**src/rtl/stm_pkg.sv**
```systemverilog
package stm_pkg;

  typedef enum logic [2:0] {
    ST_IDLE,
    ST_WAIT,
    ST_TERM,
    ST_HOLD,
    ST_DRAIN
  } stmState_e;

  typedef struct packed {
    logic captureTerm;  // edge entering the termination cycle
    logic commitWrite;  // edge leaving it, strobe still high, write cycle
    logic termNow;      // termination cycle
    logic driveOut;     // read data on the bus
  } stmStrobes_t;

  // byte lanes touched by a transfer of the given size at the given offset
  function automatic logic [3:0] laneMask(input logic [1:0] sizeSel,
                                          input logic [1:0] offs);
    logic [6:0] span;
    logic [6:0] shifted;
    span    = (sizeSel == 2'b00) ? 7'h0F : ((7'h01 << sizeSel) - 7'h01);
    shifted = span << offs;
    return shifted[3:0];
  endfunction

endpackage

```
**src/rtl/stm_ctrl.sv**
```systemverilog
module stm_ctrl
  import stm_pkg::*;
#(
  parameter int WAIT_STATES = 1
) (
  input  logic        clk,
  input  logic        rstN,
  input  logic        busStrobe,
  input  logic        readNotWrite,
  output stmStrobes_t strobes
);

  localparam int CW = (WAIT_STATES > 0) ? $clog2(WAIT_STATES + 1) : 1;
  localparam logic [CW-1:0] WAIT_LAST = CW'(WAIT_STATES);

  stmState_e state, nextState;
  logic [CW-1:0] waitCnt;
  logic rnwHeld;

  always_comb begin
    nextState = state;
    unique case (state)
      ST_IDLE:  if (busStrobe) nextState = (WAIT_STATES == 0) ? ST_TERM : ST_WAIT;
      ST_WAIT:  if (!busStrobe) nextState = ST_IDLE;
                else if (waitCnt == WAIT_LAST) nextState = ST_TERM;
      ST_TERM:  nextState = ST_HOLD;
      ST_HOLD:  nextState = busStrobe ? ST_DRAIN : ST_IDLE;
      ST_DRAIN: if (!busStrobe) nextState = ST_IDLE;
      default:  nextState = ST_IDLE;
    endcase
  end

  always_ff @(posedge clk) begin
    if (!rstN) begin
      state   <= ST_IDLE;
      waitCnt <= '0;
      rnwHeld <= 1'b0;
    end else begin
      state <= nextState;
      if (state == ST_IDLE && busStrobe) begin
        rnwHeld <= readNotWrite;
        waitCnt <= CW'(1);
      end else if (state == ST_WAIT) begin
        waitCnt <= waitCnt + CW'(1);
      end
    end
  end

  always_comb begin
    strobes.captureTerm = (nextState == ST_TERM) && (state != ST_TERM);
    strobes.commitWrite = (state == ST_TERM) && busStrobe && !rnwHeld;
    strobes.termNow     = (state == ST_TERM);
    strobes.driveOut    = ((state == ST_TERM) || (state == ST_HOLD)) && rnwHeld;
  end

endmodule

```
**src/rtl/stm_datapath.sv**
```systemverilog
module stm_datapath
  import stm_pkg::*;
#(
  parameter int ADDR_W     = 8,
  parameter int DEPTH_LOG2 = 4,
  parameter logic [ADDR_W-1:0] NC_LO = 8'h20,
  parameter logic [ADDR_W-1:0] NC_HI = 8'h3F
) (
  input  logic              clk,
  input  logic              rstN,
  input  stmStrobes_t       strobes,
  input  logic [1:0]        sizeCode,
  input  logic [ADDR_W-1:0] addr,
  input  logic [31:0]       wrData,
  output logic              inhibitOut,
  output logic [31:0]       rdData,
  output logic              dataOe
);

  localparam int DEPTH = 1 << DEPTH_LOG2;
  localparam int LANES = 4;

  logic [31:0] mem [DEPTH];
  logic [31:0] rdReg;
  logic        inhReg;
  logic [DEPTH_LOG2-1:0] wordIdx;
  logic [3:0]  laneEn;
  logic [31:0] mergedWord;
  logic        inWindow;

  assign wordIdx  = addr[DEPTH_LOG2+1:2];
  assign laneEn   = laneMask(sizeCode, addr[1:0]);
  assign inWindow = (addr >= NC_LO) && (addr <= NC_HI);

  for (genvar g = 0; g < LANES; g++) begin : gLane
    assign mergedWord[8*g +: 8] = laneEn[g] ? wrData[8*g +: 8] : mem[wordIdx][8*g +: 8];
  end

  always_ff @(posedge clk) begin
    if (!rstN) begin
      for (int i = 0; i < DEPTH; i++) mem[i] <= '0;
      rdReg  <= '0;
      inhReg <= 1'b0;
    end else begin
      if (strobes.captureTerm) begin
        rdReg  <= mem[wordIdx];
        inhReg <= inWindow;
      end
      if (strobes.commitWrite) mem[wordIdx] <= mergedWord;
    end
  end

  assign inhibitOut = strobes.termNow & inhReg;
  assign dataOe     = strobes.driveOut;
  assign rdData     = strobes.driveOut ? rdReg : '0;

endmodule

```
**src/rtl/stm_responder.sv**
```systemverilog
module stm_responder
  import stm_pkg::*;
#(
  parameter int ADDR_W      = 8,
  parameter int DEPTH_LOG2  = 4,
  parameter int WAIT_STATES = 1,
  parameter logic [ADDR_W-1:0] NC_LO = 8'h20,
  parameter logic [ADDR_W-1:0] NC_HI = 8'h3F
) (
  input  logic              clk,
  input  logic              rstN,
  input  logic              busStrobe,
  input  logic              dataStrobe,
  input  logic              readNotWrite,
  input  logic [1:0]        sizeCode,
  input  logic [2:0]        funcCode,
  input  logic [ADDR_W-1:0] addr,
  input  logic [31:0]       wrData,
  output logic              termOut,
  output logic              inhibitOut,
  output logic [31:0]       rdData,
  output logic              dataOe
);

  stmStrobes_t strobes;
  logic unusedSink;

  // data strobe and function code carry no meaning for this responder
  assign unusedSink = ^{dataStrobe, funcCode};

  stm_ctrl #(.WAIT_STATES(WAIT_STATES)) uCtrl (
    .clk          (clk),
    .rstN         (rstN),
    .busStrobe    (busStrobe),
    .readNotWrite (readNotWrite),
    .strobes      (strobes)
  );

  stm_datapath #(
    .ADDR_W(ADDR_W), .DEPTH_LOG2(DEPTH_LOG2), .NC_LO(NC_LO), .NC_HI(NC_HI)
  ) uData (
    .clk        (clk),
    .rstN       (rstN),
    .strobes    (strobes),
    .sizeCode   (sizeCode),
    .addr       (addr),
    .wrData     (wrData),
    .inhibitOut (inhibitOut),
    .rdData     (rdData),
    .dataOe     (dataOe)
  );

  assign termOut = strobes.termNow;

endmodule

```
**config.mk**
```make
export PLATFORM = sky130hd
export DESIGN_NAME = stm_responder
export DESIGN_NICKNAME = d
export VERILOG_FILES = /design/src/rtl/stm_pkg.sv /design/src/rtl/stm_ctrl.sv /design/src/rtl/stm_datapath.sv /design/src/rtl/stm_responder.sv
export SDC_FILE = /design/constraint.sdc
export NUM_CORES = 1
export LEC_CHECK = 0
export BUFFER_PORTS_ARGS = -buffer_cell sky130_fd_sc_hd__buf_2
export CAP_MARGIN = 20
export CELL_PAD_IN_SITES_DETAIL_PLACEMENT = 1
export CELL_PAD_IN_SITES_GLOBAL_PLACEMENT = 2
export CORE_AREA = 2 2 273 275
export DETAILED_ROUTE_END_ITERATION = 10
export DIE_AREA = 0 0 275 277
export HOLD_SLACK_MARGIN = 0.05
export PLACE_DENSITY_LB_ADDON = 0.08
export SKIP_CTS_REPAIR_TIMING = 1
export SLEW_MARGIN = 10
export SYNTH_ARGS = -nofsm -noshare
export SYNTH_HDL_FRONTEND = slang
export SYNTH_SLANG_ARGS = --single-unit
export TNS_END_PERCENT = 1
```
**constraint.sdc**
```tcl
create_clock -name clk -period 6.8 [get_ports clk]
set_input_delay 1.02 -clock clk [delete_from_list [all_inputs] [get_ports clk]]
set_output_delay 1.02 -clock clk [all_outputs]
set_load 0.05 [all_outputs]
```
==> flow_summary.ini, run 1 <==
[timing]
hold_viol_final = 0
slew_viol_final = 0
skew_ns = 0.01575
worst_slack_ns = 2.791
setup_viol = 0
fin_crit_sh = 0.5896
maxSlewHeadroom = 0.2361
fmaxAchievable_ghz = 0.2494
period_minus_slack_ns = 4.009
fin_tns_setup_ns = 0
rsz0062_at_grt = false
tightest_slew_ns = 1.142

[clocking]
clk_pin_slew_worst_paths_ns = 0.06
clk_latency_ns = 0.60
cts_root_buffer = clkbuf_16
cts_buffer_depth = 3
cts_made_buffers = 68
cts_tree = yes
clkSinkCount = 550
htree_levels = 3

[synthesis]
synth_seq_cells = 550
synthCells = 1956
synth_flop_cell = edfxtp_1
synth_edf_count = 512
synthTopCellsByCount = 512 x edfxtp_1, 320 x nor4_1, 257 x mux2i_1, 158 x nor2_1, 128 x a22oi_1
synth_top_area_cell = edfxtp_1
syn-cell-area_sq_um = 25450
synth_top_cells_by_area = edfxtp_1 60%, mux2i_1 10%, nor4_1 7.9%
yosysMostFrequentCell = edfxtp_1
synth_cell_types = 46
avgSynthCellArea_sq_um = 13.01
yosysSeqAreaShare = 0.6341
yosysTopAreaCellShare = 0.6042
syn-num-nets = 2008
synth_warnings = 0
synthArstFlopShare = 0

[worst_setup_path]
required_ns = 7.04
cp_max_fo = 33
end_kind = register
cp-start-kind = primary input
crit_arrival_ns = 4.25
reg2reg_depth = 6
critical_path_class = primary input to register

[placed_design]
preCtsSetupSlack_ns = 2.213
port_buffers = 80
dp.cells = 2879
routabilityCongestion = 0.7215
place_hpwl_um = 49030

[power_and_ir_drop]
power.static_leakage_nw = 10.47
powerDensity_nw_per_um2 = 276.0
vdd_drop_max_uv = 148.1

[layout]
stdcell_count = 3026
fill_cells = 7635
nets = 2054
drive_gt1_frac = 0.1732
area_growth_pct = 14.55

[global_route]
grt_overflow_total = 0
antenna_found_initial = 4
grt_pass1_vias = 18680
grt_pass1_wl_um = 133700
grt_max_degree = 88
grt_usage = 0.2449

[floorplan]
ios = 85
initial_utilization = 0.3459
rows = 100
die_area_sq_um = 76180
die_y_um = 277
dieWidth_um = 275
core-area_sq_um = 73570

[routing]
drcViolationCount = 0
drt-met1-wl_um = 42640
wl_per_cell_um = 31.12
routed_wl_um = 94160
first_pass_iters = 5
dr_wl_met2_um = 45240
ant_nets = 0
num_vias = 18010
drt-initial-drc-count = 1165
wl_met3_um = 3753
viasPerCell = 5.950
routed.top_layer = met4

[min_path]
min_path_type = register to register
hold_depth = 2

[run]
cap_violations = 0

[run_status]
status = finished clean
through the flow:
| step | power [mW] | utilization | hold slack [ns] | instance area, sq um |
|---|---|---|---|---|
| floorplan | 4.315 | - | 0.4171 | 25450 |
| global route | 8.281 | 0.3962 | 0.4873 | 29150 |
| global placement | 4.545 | 0.3629 | 0.4463 | 26700 |
| CTS | 8.106 | 0.3933 | 0.4653 | 28940 |
| detailed placement | 4.569 | 0.3643 | 0.4499 | 26800 |
| finish | 8.046 | 0.3962 | 0.4599 | 29150 |
layout make-up:
type                            instances  area [sq um]  share of cell area
Timing Repair Buffer                  170          1136             0.03897
Antenna cell                            2         5.005           0.0001717
Multi-Input combinational cell       1208          8506              0.2918
Tap cell                              969          1212             0.04159
Sequential cell                       550         16140              0.5535
Clock inverter                         27         209.0            0.007168
Inverter                                4         15.01           0.0005151
Clock buffer                           96          1931             0.06623
kinds of logic after synthesis:
logic type               after synthesis  share of synthesized area
AND/OR/NAND/NOR                      713                     0.1502
flip-flops                           550                     0.6341
multiplexers                         257                     0.1011
AO/OA/AOI/OAI                        236                    0.07562
buffers and inverters                198                    0.03801
adder cells (fa/ha/maj)                2                  0.0009832
power by group:
group | switching (mW) | internal [mW] | total [mW] | leakage (nW)
Combinational | 0.508 | 0.173 | 0.681 | 3.84
Clock | 1.44 | 2.09 | 3.53 | 1.04
Sequential | 0.0330 | 3.80 | 3.83 | 5.59
Total | 1.99 | 6.06 | 8.05 | 10.5
cell usage in the layout (no fill, tap or decap), types with 13 or more instances in the layout:
cell type,instances
clkbuf_16,71
mux2i_1,257
nand3_1,37
a22oi_1,128
a21oi_2,13
clkbuf_1,19
a32oi_1,33
nand2_1,36
buf_4,86
a211oi_2,16
a32oi_2,13
nor3_1,67
nand2_2,28
buf_2,79
nor4_1,320
and2_1,33
a21oi_1,21
dfxtp_1,38
edfxtp_1,512
nor2_1,158
critical path, cell delays in order:
cell and delay [ns]:
buf_2 0.50, inv_2 0.42, nor4_2 0.65, nand2_2 0.08
buf_4 0.38, nand2_2 0.65, buf_4 0.50
path summary, 6_finish.rpt:
kind	end	from	slack, ns
worst min register to register	uData.rdReg[15]$_SDFFE_PN0P_	uData.rdReg[15]$_SDFFE_PN0P_	0.46
worst max-delay path	uData.mem[4][11]$_SDFFCE_PN0P_	addr[4]	2.79
worst min-delay path	uData.rdReg[15]$_SDFFE_PN0P_	uData.rdReg[15]$_SDFFE_PN0P_	0.46
worst max register to register	uData.mem[4][11]$_SDFFCE_PN0P_	uCtrl.state[2]$_SDFF_PN0_	3.45
routing by layer:
layer,vias to the layer above,GRT usage
li1,7923,-
met1,9495,0.3346
met2,435,0.4064
met3,153,0.02809
met4,0,0.07581
met5,-,0
registers in the layout, summed over array words and instances (netlist names):
signal / count
uCtrl.state: 3
uCtrl.rnwHeld: 1
uData.inhReg: 1
uCtrl.waitCnt: 1
uData.mem: 512
uData.rdReg: 32
Power figures use the tool's default switching activity.
==> run 2, diff against run 1 <==
- clock period: 6.8 -> 4.1 ns (I/O delays scaled with it)
==> run 2 against run 1 <==
Sequential power rose by 66%. Critical path depth fell by 4. Register-to-register slack got worse by 2.1 ns. Clock skew rose by 0.0036 ns. Count of clock-buffer cells in the layout rose by 2. Cell area rose by 1.8%. Die area did not move. Via count rose by 1.4%. Largest cell class unchanged. Largest power group unchanged.
==> flow_summary.ini, run 2 (synthesized netlist as in run 1, its figures left out) <==
[layout]
stdcell_count = 3088
final_cell_mix = 512 x edfxtp_1, 320 x nor4_1, 257 x mux2i_1
largest_reg_flops = 512
reg_top3 = uData.mem x512, uData.rdReg x32, uCtrl.state x3
finish.utilization = 0.4032
final_common_cell = edfxtp_1
top_register = uData.mem
area_growth_pct = 16.57
diodes = 0
nets = 2123
drive_gt1_frac = 0.1916

[clocking]
clk_pin_slew_worst_paths_ns = 0.06
htree_levels = 3
cts_root_buffer = clkbuf_16
cts_tree = yes
clkSinkCount = 550
clk_latency_ns = 0.60
cts_buffer_depth = 3
cts_made_buffers = 66

[timing]
period_minus_slack_ns = 3.163
tightest_slew_ns = 1.147
fin_tns_setup_ns = 0
slew_viol_final = 0
setup_viol = 0
rsz0062_at_grt = false
skew_ns = 0.01932
worst_slack_ns = 0.9375
fin_crit_sh = 0.7713
maxSlewHeadroom = 0.2324
fmaxAchievable_ghz = 0.3162
hold_viol_final = 0

[floorplan]
core-area_sq_um = 73570
initial_utilization = 0.3459
die_y_um = 277
ios = 85
die_area_sq_um = 76180
rows = 100
dieWidth_um = 275

[power_and_ir_drop]
vdd_drop_max_uv = 272.9
power.static_leakage_nw = 10.82
p_int_mw = 9.935
comb_power_share = 0.091
finalPower_mw = 13.19
swShare = 0.2469
powerDensity_nw_per_um2 = 444.7
seqPwrFrac = 0.482
clkPwrFrac = 0.427
switchingPower_mw = 3.257

[worst_setup_path]
required_ns = 3.48
reg2reg_depth = 5
rr_startpoint = uCtrl.state[1]$_SDFF_PN0_
cp_max_fo = 33
regToRegSetupSlack_ns = 1.37
cp-start-kind = register
critical_path_class = register to output port
reg2reg_to = uData.mem[15][4]$_SDFFCE_PN0P_
crit_arrival_ns = 2.55
end_kind = output port

[routing]
routed_wl_um = 94940
ant_nets = 0
num_vias = 18260
wl_per_cell_um = 30.74
drt-initial-drc-count = 1477
first_pass_iters = 5
viasPerCell = 5.914
drcViolationCount = 0

[min_path]
hold_depth = 4
min_path_type = primary input to register
hold_end = uData.inhReg$_SDFFE_PN0P_
holdCritStartpoint = addr[6]

[placed_design]
dp.cells = 2963
port_buffers = 80
routabilityCongestion = 0.7497
place_hpwl_um = 54380
preCtsSetupSlack_ns = 0.7637

[global_route]
grt_max_degree = 50
grt_overflow_total = 0
grt_pass1_wl_um = 136000
grt_usage = 0.2485
grt_pass1_vias = 19070
antenna_found_initial = 3

[run]
cap_violations = 0

[run_status]
status = finished clean
==> run 2: cell count changes in the layout (fill, tap and decap cells not counted), sizes merged <==
cell and delta:
diode -2, buf +71, clkbuf +2, inv +2, clkinv -7, bufinv -1
clkinvlp -3
==> run 2: worst max path at each step <==
stage,from,cells after the start,end
after floorplan,uCtrl.state[1]$_SDFF_PN0_,3,inhibitOut
after global placement,sizeCode[1],7,uData.mem[2][26]$_SDFFCE_PN0P_
after detailed placement,sizeCode[1],7,uData.mem[10][26]$_SDFFCE_PN0P_
after CTS,uCtrl.state[1]$_SDFF_PN0_,3,rdData[14]
after global routing,uCtrl.state[1]$_SDFF_PN0_,3,rdData[13]
final,uCtrl.state[1]$_SDFF_PN0_,3,rdData[14]
==> run 2: layout make-up <==
type | instances | area, sq um
Multi-Input combinational cell | 1208 | 8464
Clock inverter | 18 | 142.6
Sequential cell | 550 | 16140
Fill cell | 7629 | 43910
Timing Repair Buffer | 241 | 1819
Tap cell | 969 | 1212
Clock buffer | 98 | 1876
Inverter | 4 | 15.01
==> run 2: worst max-delay path, stage by stage (launching register included) <==
cell	delay (ns)
dfxtp_1	0.54
and3b_2	0.80
and2_1	0.29
buf_2	0.29
==> run 2: routing by layer <==
| metal | global-route usage | part of all wire | up-vias |
|---|---|---|---|
| met2 | 0.3983 | 0.47 | 427 |
| met4 | 0.05974 | 0.019 | 2 |
| li1 | - | - | 8051 |
| met1 | 0.3597 | 0.47 | 9667 |
| met5 | 0 | 0.00014 | - |
| met3 | 0.02679 | 0.042 | 114 |
==> run 2: per-stage QoR <==
| stage | hold WS [ns] | area, sq um |
|---|---|---|
| CTS | 0.2786 | 29600 |
| detailed placement | 0.4518 | 27580 |
| global route | 0.3152 | 29660 |
| floorplan | 0.4171 | 25450 |
| finish | 0.3115 | 29660 |
| global placement | 0.4511 | 27580 |
==> run 2: power by group through the flow <==
| stage | sequential [mW] | clock [mW] | combinational, mW |
|---|---|---|---|
| floorplan | 6.45 | 0 | 0.702 |
| detailed placement | 6.47 | 0 | 1.20 |
| CTS | 6.35 | 5.75 | 1.21 |
| finish | 6.35 | 5.63 | 1.21 |
| global route | 6.37 | 5.95 | 1.29 |
| global placement | 6.46 | 0 | 1.19 |
